==> config.mk <==
export PLATFORM = sky130hd
export DESIGN_NAME = bsu_top
export DESIGN_NICKNAME = d
export VERILOG_FILES = /design/src/rtl/bsu_pkg.sv /design/src/rtl/bsu_scan.sv /design/src/rtl/bsu_bitop.sv /design/src/rtl/bsu_top.sv
export SDC_FILE = /design/constraint.sdc
export NUM_CORES = 1
export LEC_CHECK = 0
export ABC_AREA = 0
export BUFFER_PORTS_ARGS = -buffer_cell sky130_fd_sc_hd__buf_4
export CORE_MARGIN = 4
export CORE_UTILIZATION = 50
export CTS_BUF_LIST = sky130_fd_sc_hd__clkbuf_4
export CTS_CLUSTER_DIAMETER = 120
export DETAILED_ROUTE_END_ITERATION = 8
export PLACE_DENSITY = 0.74
export SLEW_MARGIN = 15
export SYNTH_ARGS = -nofsm -noshare
export SYNTH_HDL_FRONTEND = slang
export SYNTH_HIERARCHICAL = 1
export SYNTH_SLANG_ARGS = --single-unit
==> constraint.sdc <==
create_clock -name clk -period 3.1 [get_ports clk]
set_input_delay 0.93 -clock clk [delete_from_list [all_inputs] [get_ports clk]]
set_output_delay 0.93 -clock clk [all_outputs]
set_load 0.01 [all_outputs]
==> src/rtl/bsu_pkg.sv <==
package bsu_pkg;

    localparam int DATA_W = 32;
    localparam int HALF_W = DATA_W / 2;
    localparam int IDX_W  = $clog2(DATA_W);
    localparam int OP_W   = 3;

    typedef enum logic [OP_W-1:0] {
        OP_SCAN_UP   = 3'd0,
        OP_SCAN_DOWN = 3'd1,
        OP_TEST      = 3'd2,
        OP_TEST_SET  = 3'd3,
        OP_TEST_CLR  = 3'd4,
        OP_TEST_INV  = 3'd5
    } bsu_op_e;

    typedef enum logic [1:0] {
        MOD_KEEP = 2'd0,
        MOD_SET  = 2'd1,
        MOD_CLR  = 2'd2,
        MOD_INV  = 2'd3
    } bsu_mod_e;

    typedef struct packed {
        logic [DATA_W-1:0] word;
        logic [IDX_W-1:0]  index;
        logic              zero;
        logic              carry;
    } bsu_state_t;

    function automatic logic [DATA_W-1:0] active_mask(input logic wide);
        return wide ? {DATA_W{1'b1}} : {{(DATA_W-HALF_W){1'b0}}, {HALF_W{1'b1}}};
    endfunction

    function automatic logic [IDX_W-1:0] wrap_index(input logic wide,
                                                   input logic [IDX_W-1:0] raw);
        logic [IDX_W-1:0] lim;
        lim = wide ? IDX_W'(DATA_W - 1) : IDX_W'(HALF_W - 1);
        return raw & lim;
    endfunction

    function automatic logic is_bit_op(input logic [OP_W-1:0] code);
        return (code >= OP_TEST) && (code <= OP_TEST_INV);
    endfunction

endpackage

==> src/rtl/bsu_scan.sv <==
module bsu_scan #(
    parameter int W        = 32,
    parameter bit FROM_TOP = 1'b0
) (
    input  logic [W-1:0]         vec,
    output logic                 found,
    output logic [$clog2(W)-1:0] pos
);
    localparam int PW = $clog2(W);

    assign found = |vec;

    generate
        if (FROM_TOP) begin : g_down
            always_comb begin
                pos = '0;
                for (int i = 0; i < W; i++) begin
                    if (vec[i]) pos = PW'(i);
                end
            end
        end else begin : g_up
            always_comb begin
                pos = '0;
                for (int i = W - 1; i >= 0; i--) begin
                    if (vec[i]) pos = PW'(i);
                end
            end
        end
    endgenerate
endmodule

==> src/rtl/bsu_bitop.sv <==
module bsu_bitop
    import bsu_pkg::*;
#(
    parameter int W = DATA_W
) (
    input  logic [W-1:0]         src,
    input  logic [$clog2(W)-1:0] sel,
    input  bsu_mod_e             mode,
    output logic                 old_bit,
    output logic [W-1:0]         dst
);
    logic [W-1:0] onehot;

    assign onehot  = {{(W-1){1'b0}}, 1'b1} << sel;
    assign old_bit = |(src & onehot);

    always_comb begin
        unique case (mode)
            MOD_SET:  dst = src | onehot;
            MOD_CLR:  dst = src & ~onehot;
            MOD_INV:  dst = src ^ onehot;
            default:  dst = src;
        endcase
    end
endmodule

==> src/rtl/bsu_top.sv <==
module bsu_top
    import bsu_pkg::*;
(
    input  logic                clk,
    input  logic                rst,
    input  logic                start,
    input  logic [OP_W-1:0]     op,
    input  logic                size32,
    input  logic [DATA_W-1:0]   operand,
    input  logic [IDX_W-1:0]    bit_idx,
    output logic [DATA_W-1:0]   result,
    output logic [IDX_W-1:0]    index_out,
    output logic                zf,
    output logic                cf,
    output logic                done
);
    bsu_state_t        cur, nxt;
    logic [DATA_W-1:0] act;
    logic [IDX_W-1:0]  eff_idx;
    logic              up_found, down_found;
    logic [IDX_W-1:0]  up_pos, down_pos;
    logic              bit_old;
    logic [DATA_W-1:0] bit_word;
    bsu_mod_e          mod_sel;
    logic              done_q;

    assign act     = operand & active_mask(size32);
    assign eff_idx = wrap_index(size32, bit_idx);

    bsu_scan #(.W(DATA_W), .FROM_TOP(1'b0)) u_scan_up (
        .vec   (act),
        .found (up_found),
        .pos   (up_pos)
    );

    bsu_scan #(.W(DATA_W), .FROM_TOP(1'b1)) u_scan_down (
        .vec   (act),
        .found (down_found),
        .pos   (down_pos)
    );

    always_comb begin
        unique case (op)
            OP_TEST_SET: mod_sel = MOD_SET;
            OP_TEST_CLR: mod_sel = MOD_CLR;
            OP_TEST_INV: mod_sel = MOD_INV;
            default:     mod_sel = MOD_KEEP;
        endcase
    end

    bsu_bitop #(.W(DATA_W)) u_bitop (
        .src     (act),
        .sel     (eff_idx),
        .mode    (mod_sel),
        .old_bit (bit_old),
        .dst     (bit_word)
    );

    always_comb begin
        nxt = cur;
        if (op == OP_SCAN_UP) begin
            nxt.word = act;
            nxt.zero = !up_found;
            if (up_found) nxt.index = up_pos;
        end else if (op == OP_SCAN_DOWN) begin
            nxt.word = act;
            nxt.zero = !down_found;
            if (down_found) nxt.index = down_pos;
        end else if (is_bit_op(op)) begin
            nxt.word  = bit_word;
            nxt.carry = bit_old;
        end
    end

    always_ff @(posedge clk) begin
        if (rst) begin
            cur    <= '0;
            done_q <= 1'b0;
        end else begin
            done_q <= start;
            if (start) cur <= nxt;
        end
    end

    assign result    = cur.word;
    assign index_out = cur.index;
    assign zf        = cur.zero;
    assign cf        = cur.carry;
    assign done      = done_q;
endmodule

==> results of run 1 <==
-- worst max-delay path: cells and delay by family --
family                 cells  cell delay (ps)
and+or+nand+nor            7             1600
buffers and inverters      2              250
AOI/OAI and AO/OA          1              410
-- through the flow --
stage,area (sq um),TNS (ps)
final,6553,0
after global routing,6553,0
after CTS,6553,0
after detailed placement,6472,-1116
after global placement,6472,-438.2
after floorplan,5458,0
-- registers in the layout, indices dropped and copies added (netlist names) --
register and flops:
result 32, index_out 5, cf 1, zf 1, done 1
-- power by group --
group | switching (W) | total, W | internal, W
Sequential | 0.0000257 | 0.000579 | 0.000554
Clock | 0.000186 | 0.000363 | 0.000178
Combinational | 0.000373 | 0.000685 | 0.000313
Total | 0.000584 | 0.00163 | 0.00104
-- path summary, 6_finish.rpt --
check	endpoint	slack, ps	cells after the start
max reg2reg	index_out[4]	2160	2
min reg2reg	result[23]	510	2
max	index_out[4]	150	10
min	result[23]	510	2
-- cell usage in the layout (no fill, tap or decap), drive strengths merged, types with 3 or more instances in the layout --
master / n
a2111oi: 7
a21boi: 3
a21oi: 14
a311oi: 32
and2: 21
buf: 138
clkbuf: 6
dfxtp: 40
ha: 99
inv: 107
mux4: 32
nand2: 73
nand2b: 3
nand3: 5
nand4: 3
nor2: 69
nor2b: 5
nor3: 24
nor3b: 5
nor4: 21
o21ai: 40
o31ai: 5
or2: 3
or4: 7
-- synth_stat cells (all sizes together), types with 2 or more instances --
library cell and n:
a21oi 14, o31ai 5, nor3b 5, and3b 2
nor2b 5, nor3 24, or4 7, nand4 3
buf 18, nand3b 2, or3 2, nor4 21
nand3 5, nand2 73, a2111oi 7, a221o 2
and3 2, nand2b 3, a21boi 3, mux4 32
ha 99, o21ai 40, dfxtp 40, inv 107
clkbuf 18, a311oi 32, nor2 69, or2 3
and2 21
-- cell families after synthesis --
logic type	Yosys count	share of synthesized area (%)
AOI/OAI and AO/OA	113	14.44
buffers and inverters	143	11.51
adders and majority gates	99	22.70
and+or+nand+nor	247	22.74
DFF	40	14.67
muxes	34	13.94
-- cell type report --
type	count	area share, %
clock buffer	6	0.6874
sequential	40	12.22
inverter	107	6.129
multi-input combinational	493	61.64
timing repair buffer	138	16.19
tap	136	2.597
clock inverter	2	0.5347
-- per-layer routing --
layer	wire (um)	GRT usage, %	vias up
met5	0	0	-
met4	297	6.250	0
met3	1255	4.636	29
met2	7798	43.86	233
met1	7616	37.06	2675
li1	-	-	2569
==> metrics.txt, run 1 <==
CP arrival 3190 ps; htree depth 2; post-cts gate resize count 0; maximum root-to-sink buffer count 2; n_diodes 0; Area growth syn-to-layout 20.06%; yosys warns 6; fillcell total around 960; Async S/R FF share, synth 0%; fin util 62.63%; Critical Path RT 3350 ps; dpl cells approximately 910; pre-CTS setup slack -213.1 ps; ANT nets after route 0; relative max-transition margin between 40% and 50%; Boundary Pins 84; post-synthesis cell count 676; Die Area 0.01265 sq mm; Post-layout nets between 900 and 1k; synthesized area 0.005458 sq mm; 1st-iter DRT viols 631; initial antenna violation count 0; Routed WL 16970 um; syn_nets between 800 and 900; Worst Hold Launch result[23]; DIE HEIGHT 112.5 um; Setup Buffers After CTS 0; worst skew pair latency about 360 ps; Worst Skew 0 ps; WL/cell 18.40 um; sequential cell area around 800 sq um; worst slew pin tran 784.7 ps; post-synth cell types 59; Num CTS Buffers 5; CTS tree built; hold crit path type reg -> reg; vias in the first global route 5519; Critical Path Start Type input port; Clock transition at path regs 130 ps; largest net degree at the start of global routing 41; Worst Path Max Fanout 16; vias per cell ~6; Final Total Pwr roughly 0.0016 W; number of detailed-routing iterations run before antenna repair 7; Max VDD drop 0.0002438 V; global placement routability congestion between 0.9 and 1; layout cells sized above 1 24.43%; CP Launch Point size32; Synth top area share 22.70%; Final Hold Vio Count 0; number of synthesized register bits 40; initial core utilization a little over half; Rows 37; # DRC 0; gr usage total 26.84%; first-pass GRT wire length 27990 um; Post-synth EDFFs 0; # setup viols final 0; Layout Cells excl Fill 922; result of the run finished clean; PortBufs 83; Pleak 3.219 nW; max-slew violations 0; critical path class in -> reg; final setup margin approximately 150 ps; largest cells by area after synthesis ha_1 (23%), dfxtp_1 (15%), mux4_2 (12%), inv_1 (7.4%), a311oi_1 (5.1%); Crit-path slowest cell or4_1; root buffer cell clkbuf_4; gr ovfl total 0; RR Startpoint index_out[4]; worst hold slack just over 500 ps; final worst-path cycle share between 90% and 100%; hpwl dp 13000 um; register area share after synthesis 14.67%; CP max stage delay 510 ps; ys flop type dfxtp_1; Hold Buf Count CTS 0; Via Count 5506; Mean Syn Cell Area between 8 and 9 sq um; CP Cell Sequence buf_4 -> buf_12 -> and2_1 -> nor4_2 -> and3_1 -> nand3_2 -> or4_1 -> nand3_1 -> nor3_1 -> a2111oi_1; CP endpoint kind flip-flop; largest area contributor in the netlist ha_1; number of max-cap violations 0; fmax ~340 MHz; Die W roughly 110 um; unrepaired setup endpoints after global routing false; multi-input logic area 0.004039 sq mm; pwr dens 248.5 mW/mm^2; fin crit period between 2000 and 3000 ps; CTS Sinks 40; core area 0.01046 sq mm
No activity file was read; power rests on OpenSTA's default activity.
==> run 2, diff against run 1 <==
--- a/config.mk
+++ b/config.mk
@@ -9,7 +9,6 @@
 export BUFFER_PORTS_ARGS = -buffer_cell sky130_fd_sc_hd__buf_4
 export CORE_MARGIN = 4
 export CORE_UTILIZATION = 50
-export CTS_BUF_LIST = sky130_fd_sc_hd__clkbuf_4
 export CTS_CLUSTER_DIAMETER = 120
 export DETAILED_ROUTE_END_ITERATION = 8
 export PLACE_DENSITY = 0.74
@@ -18,3 +17,4 @@
 export SYNTH_HDL_FRONTEND = slang
 export SYNTH_HIERARCHICAL = 1
 export SYNTH_SLANG_ARGS = --single-unit
+export TNS_END_PERCENT = 50
==> metrics.txt, run 2 (same netlist as run 1, synthesis figures left out) <==
result of the run finished clean; unrepaired setup endpoints after global routing false; number of detailed-routing iterations run before antenna repair 5; pre-CTS setup slack -213.1 ps; relative max-transition margin 57.68%; # DRC 0; R2R Path End index_out[4]; reg2reg setup slack between 2000 and 2500 ps; WHS Path Cells 2; Critical Path RT 3280 ps; critical path class in -> reg; global placement routability congestion 0.9766; Max VDD drop 0.0002714 V; pwr dens 258.4 mW/mm^2; Register-to-Register Path Depth 2; Critical Path Start Type input port; fillcell total 951; Clock transition at path regs 90 ps; Setup Buffers After CTS 0; CTS tree built; Boundary Pins 84; worst skew pair latency 300 ps; Num CTS Buffers 5; fin util between 60% and 70%; Layout Cells excl Fill approximately 900; fin crit period 3006 ps; CP endpoint kind flip-flop; Worst Hold Launch result[23]; root buffer cell clkbuf_8; vias in the first global route 5529; DIE HEIGHT around 110 um; first-pass GRT wire length 27990 um; Pleak about 3.2 nW; Die W 112.5 um; htree depth 2; Hold Buf Count CTS 0; final setup margin around 94 ps; Worst Path Max Fanout 16; Die Area between 0.01 and 0.015 sq mm; PortBufs 83; gr usage total between 20 and 30%; most frequent cells in the layout buf_4 (136), inv_1 (107), ha_1 (99); 1st-iter DRT viols 647; hpwl dp 13000 um; ANT nets after route 0; hold crit path type reg -> reg; largest net degree at the start of global routing 41; Area growth syn-to-layout 20.84%; Worst Skew 0 ps; Via Count 5519; CTS Sinks 40; # setup viols final 0; number of max-cap violations 0; Post-layout nets 928; final worst-path cycle share 96.98%; gr ovfl total 0; core area 0.01046 sq mm; Rows 37; max FFs per register 32; max-slew violations 0; post-cts gate resize count 0; initial core utilization 52.16%; initial antenna violation count 1; worst hold slack 502.7 ps; Final Hold Vio Count 0; layout cells sized above 1 24.68%; RR Startpoint index_out[4]; n_diodes 0; commonest non-fill, non-tap cell in the layout buf_4; CP Launch Point size32; fmax 332.6 MHz; Routed WL between 15000 and 20000 um; dpl cells slightly above 900; worst slew pin tran 629.0 ps; final setup TNS 0 ps; WL/cell 18.50 um; Worst Hold Endpoint result[23]; maximum root-to-sink buffer count 2; vias per cell between 5 and 6; CP arrival approximately 3200 ps
[run 2: critical path: stages]
cell and delay (ps):
buf_4 120, buf_12 130, and2_1 150, nor4_2 360
and3_1 240, nand3_2 80, or4_1 540, nand3_2 140
nor3_1 60, a2111oi_1 420
[run 2: power by group]
group | switching [W] | leakage, nW | internal [W]
Sequential | 0.0000258 | 0.330 | 0.000553
Clock | 0.000198 | 0.0552 | 0.000239
Combinational | 0.000374 | 2.85 | 0.000314
Total | 0.000598 | 3.23 | 0.00111
[run 2: per-stage QoR]
| step | power, W | area [sq um] |
|---|---|---|
| finish | 0.001704 | 6595 |
| detailed placement | 0.001269 | 6472 |
| floorplan | 0.0009746 | 5458 |
| global route | 0.001800 | 6595 |
| CTS | 0.001704 | 6580 |
| global placement | 0.001240 | 6472 |
[run 2: how the worst max path moves through the flow]
stage	to	slack, ps	depth (start not counted)
after global routing	index_out[4]	10	10
after global placement	index_out[1]	-90	10
final	index_out[4]	90	10
after floorplan	index_out[0]	50	9
after detailed placement	index_out[4]	-210	10
after CTS	index_out[4]	100	10
[run 2: layout make-up]
cell class	instances	area (sq um)	share of cell area (%)
Tap cell	136	170.2	2.580
Multi-Input combinational cell	493	4054	61.47
Timing Repair Buffer	138	1061	16.09
Sequential cell	40	800.8	12.14
Inverter	107	401.6	6.090
Clock buffer	6	72.57	1.100
Clock inverter	2	35.03	0.5312
[run 2: routing by layer]
| metal | part of all wire [%] | GRT usage (%) |
|---|---|---|
| met2 | 46 | 43.23 |
| met1 | 43 | 36.79 |
| met4 | 2.1 | 7.131 |
| met5 | 0.10 | 0 |
| met3 | 8.7 | 5.930 |
==> run 3, diff against run 2 <==
--- a/config.mk
+++ b/config.mk
@@ -8,10 +8,10 @@
 export ABC_AREA = 0
 export BUFFER_PORTS_ARGS = -buffer_cell sky130_fd_sc_hd__buf_4
 export CORE_MARGIN = 4
-export CORE_UTILIZATION = 50
+export CORE_UTILIZATION = 38
 export CTS_CLUSTER_DIAMETER = 120
 export DETAILED_ROUTE_END_ITERATION = 8
-export PLACE_DENSITY = 0.74
+export RECOVER_POWER = 50
 export SLEW_MARGIN = 15
 export SYNTH_ARGS = -nofsm -noshare
 export SYNTH_HDL_FRONTEND = slang
==> metrics.txt, run 3 (same netlist as run 1, synthesis figures left out) <==
result of the run finished clean; Pleak 3.075 nW; vias in the first global route around 5.2k; max FFs per register 32; reg2reg setup slack ~2200 ps; Register-to-Register Path Depth 2; Via Count around 5.3k; root buffer cell clkbuf_16; maximum root-to-sink buffer count 2; Placement Cell Area around 0.0065 sq mm; global placement routability congestion 0.8847; initial antenna violation count 0; Internal Power 0.001215 W; Critical Path RT 3270 ps; commonest non-fill, non-tap cell in the layout inv_1; CP arrival between 3000 and 4000 ps; final worst-path cycle share a little over nine tenths; initial core utilization 39.02%; hpwl dp 13290 um; worst slew pin tran 581.7 ps; Comb power frac 35.5%; Final Hold Vio Count 0; WL/cell roughly 18 um; CTS tree built; R2R Path End index_out[3]; # setup viols final 0; fin area 0.006554 sq mm; Worst Path Max Fanout 16; fillcell total 1420; hold crit path type reg -> reg; first-pass GRT wire length 27760 um; Max VDD drop 0.0001721 V; Worst Hold Endpoint index_out[1]; PortBufs 83; Critical Path Start Type input port; unrepaired setup endpoints after global routing false; WHS Path Cells 2; most frequent cells in the layout inv_1 (107), ha_1 (99), buf_4 (88); Num CTS Buffers 5; Seq pwr share 31.2%; max-slew violations 0; core area 0.01399 sq mm; Worst Hold Launch index_out[1]; Die W 127.8 um; pwr dens 281.7 mW/mm^2; 1st-iter DRT viols just over 300; layout cells sized above 1 just under 20%; htree depth 2; Setup Buffers After CTS 0; vias per cell about 5.6; clock power share around a third; number of max-cap violations 0; fin crit period 2930 ps; # DRC 0; ANT nets after route 0; gr usage total a little over a fifth; switching share of power 34.17%; Boundary Pins 84; DIE HEIGHT 127.8 um; CTS Sinks 40; Area growth syn-to-layout 20.08%; RR Startpoint index_out[3]; CP endpoint kind flip-flop; gr ovfl total 0; number of detailed-routing iterations run before antenna repair 5; Clock transition at path regs ~70 ps; critical path class in -> reg; Rows 43; fmax 341.3 MHz; Die Area 0.01634 sq mm; relative max-transition margin 60.86%; largest net degree at the start of global routing 41; Net Switching 0.0006309 W; Routed WL about 17000 um; Post-layout nets about 920; worst hold slack 488.5 ps; worst skew pair latency just under 300 ps; Worst Skew 0 ps; n_diodes 0
==> run 3: changes by cell type in the layout (fill, tap and decap cells not counted), moves of 2 or more <==
cell and delta:
buf_12 +2, buf_4 -48, clkbuf_1 +38, clkbuf_16 +5, clkbuf_8 -5, nor4_1 -2
==> run 3: per-stage QoR <==
step           power [W]  utilization [%]  setup slack (ps)  TNS (ps)  instances
4_1_cts         0.001888            47.67             66.62         0        959
2_1_floorplan  0.0009746                -             48.88         0        676
3_3_place_gp    0.001244            46.47            -167.1     -1145        951
3_5_place_dp    0.001265            46.47            -231.4     -1972        951
5_1_grt         0.001957            46.85             16.49         0        959
6_report        0.001846            46.85             170.3         0        959
==> run 3: timing repair <==
| item | CTS | global route |
|---|---|---|
| hold buffers | 0 | 0 |
| setup endpoints to repair | 0 | 9 |
| resized for setup | 0 | 6 |
==> run 3: metal layers <==
| metal | global-route usage, % | wire length [um] | vias up |
|---|---|---|---|
| li1 | - | - | 2565 |
| met1 | 31.07 | 8230 | 2598 |
| met2 | 33.18 | 7744 | 162 |
| met3 | 2.208 | 1065 | 15 |
| met4 | 3.870 | 160 | 0 |
| met5 | 0 | 0 | - |
==> run 3: how the worst max path moves through the flow <==
stage,slack (ps),startpoint,cells after the start,endpoint
floorplan,50,size32,9,index_out[0]
global placement,-170,size32,10,index_out[4]
global route,20,size32,9,index_out[3]
detailed placement,-230,size32,10,index_out[3]
CTS,70,size32,10,index_out[3]
finish,170,size32,9,index_out[3]
==> run 3: layout make-up <==
cell class | count | area (sq um) | share of cell area, %
Clock inverter | 3 | 42.54 | 0.6491
Tap cell | 180 | 225.2 | 3.436
Clock buffer | 5 | 125.1 | 1.909
Inverter | 107 | 401.6 | 6.128
Multi-Input combinational cell | 493 | 4071 | 62.12
Sequential cell | 40 | 800.8 | 12.22
Timing Repair Buffer | 131 | 887.1 | 13.54
==> run 3: power groups by stage <==
stage / clock network, W / registers [W] / logic (W)
6_report: 0.000615 / 0.000577 / 0.000655
2_1_floorplan: 0 / 0.000602 / 0.000372
3_5_place_dp: 0 / 0.000590 / 0.000675
5_1_grt: 0.000653 / 0.000581 / 0.000724
3_3_place_gp: 0 / 0.000588 / 0.000657
4_1_cts: 0.000632 / 0.000578 / 0.000678
==> run 3: critical path: stages <==
cell,delay [ps]
buf_4,150
and2_1,160
nor4_2,360
and3_1,260
nand3_2,90
or4_1,490
nand3_1,190
nor3_1,70
a2111oi_1,390
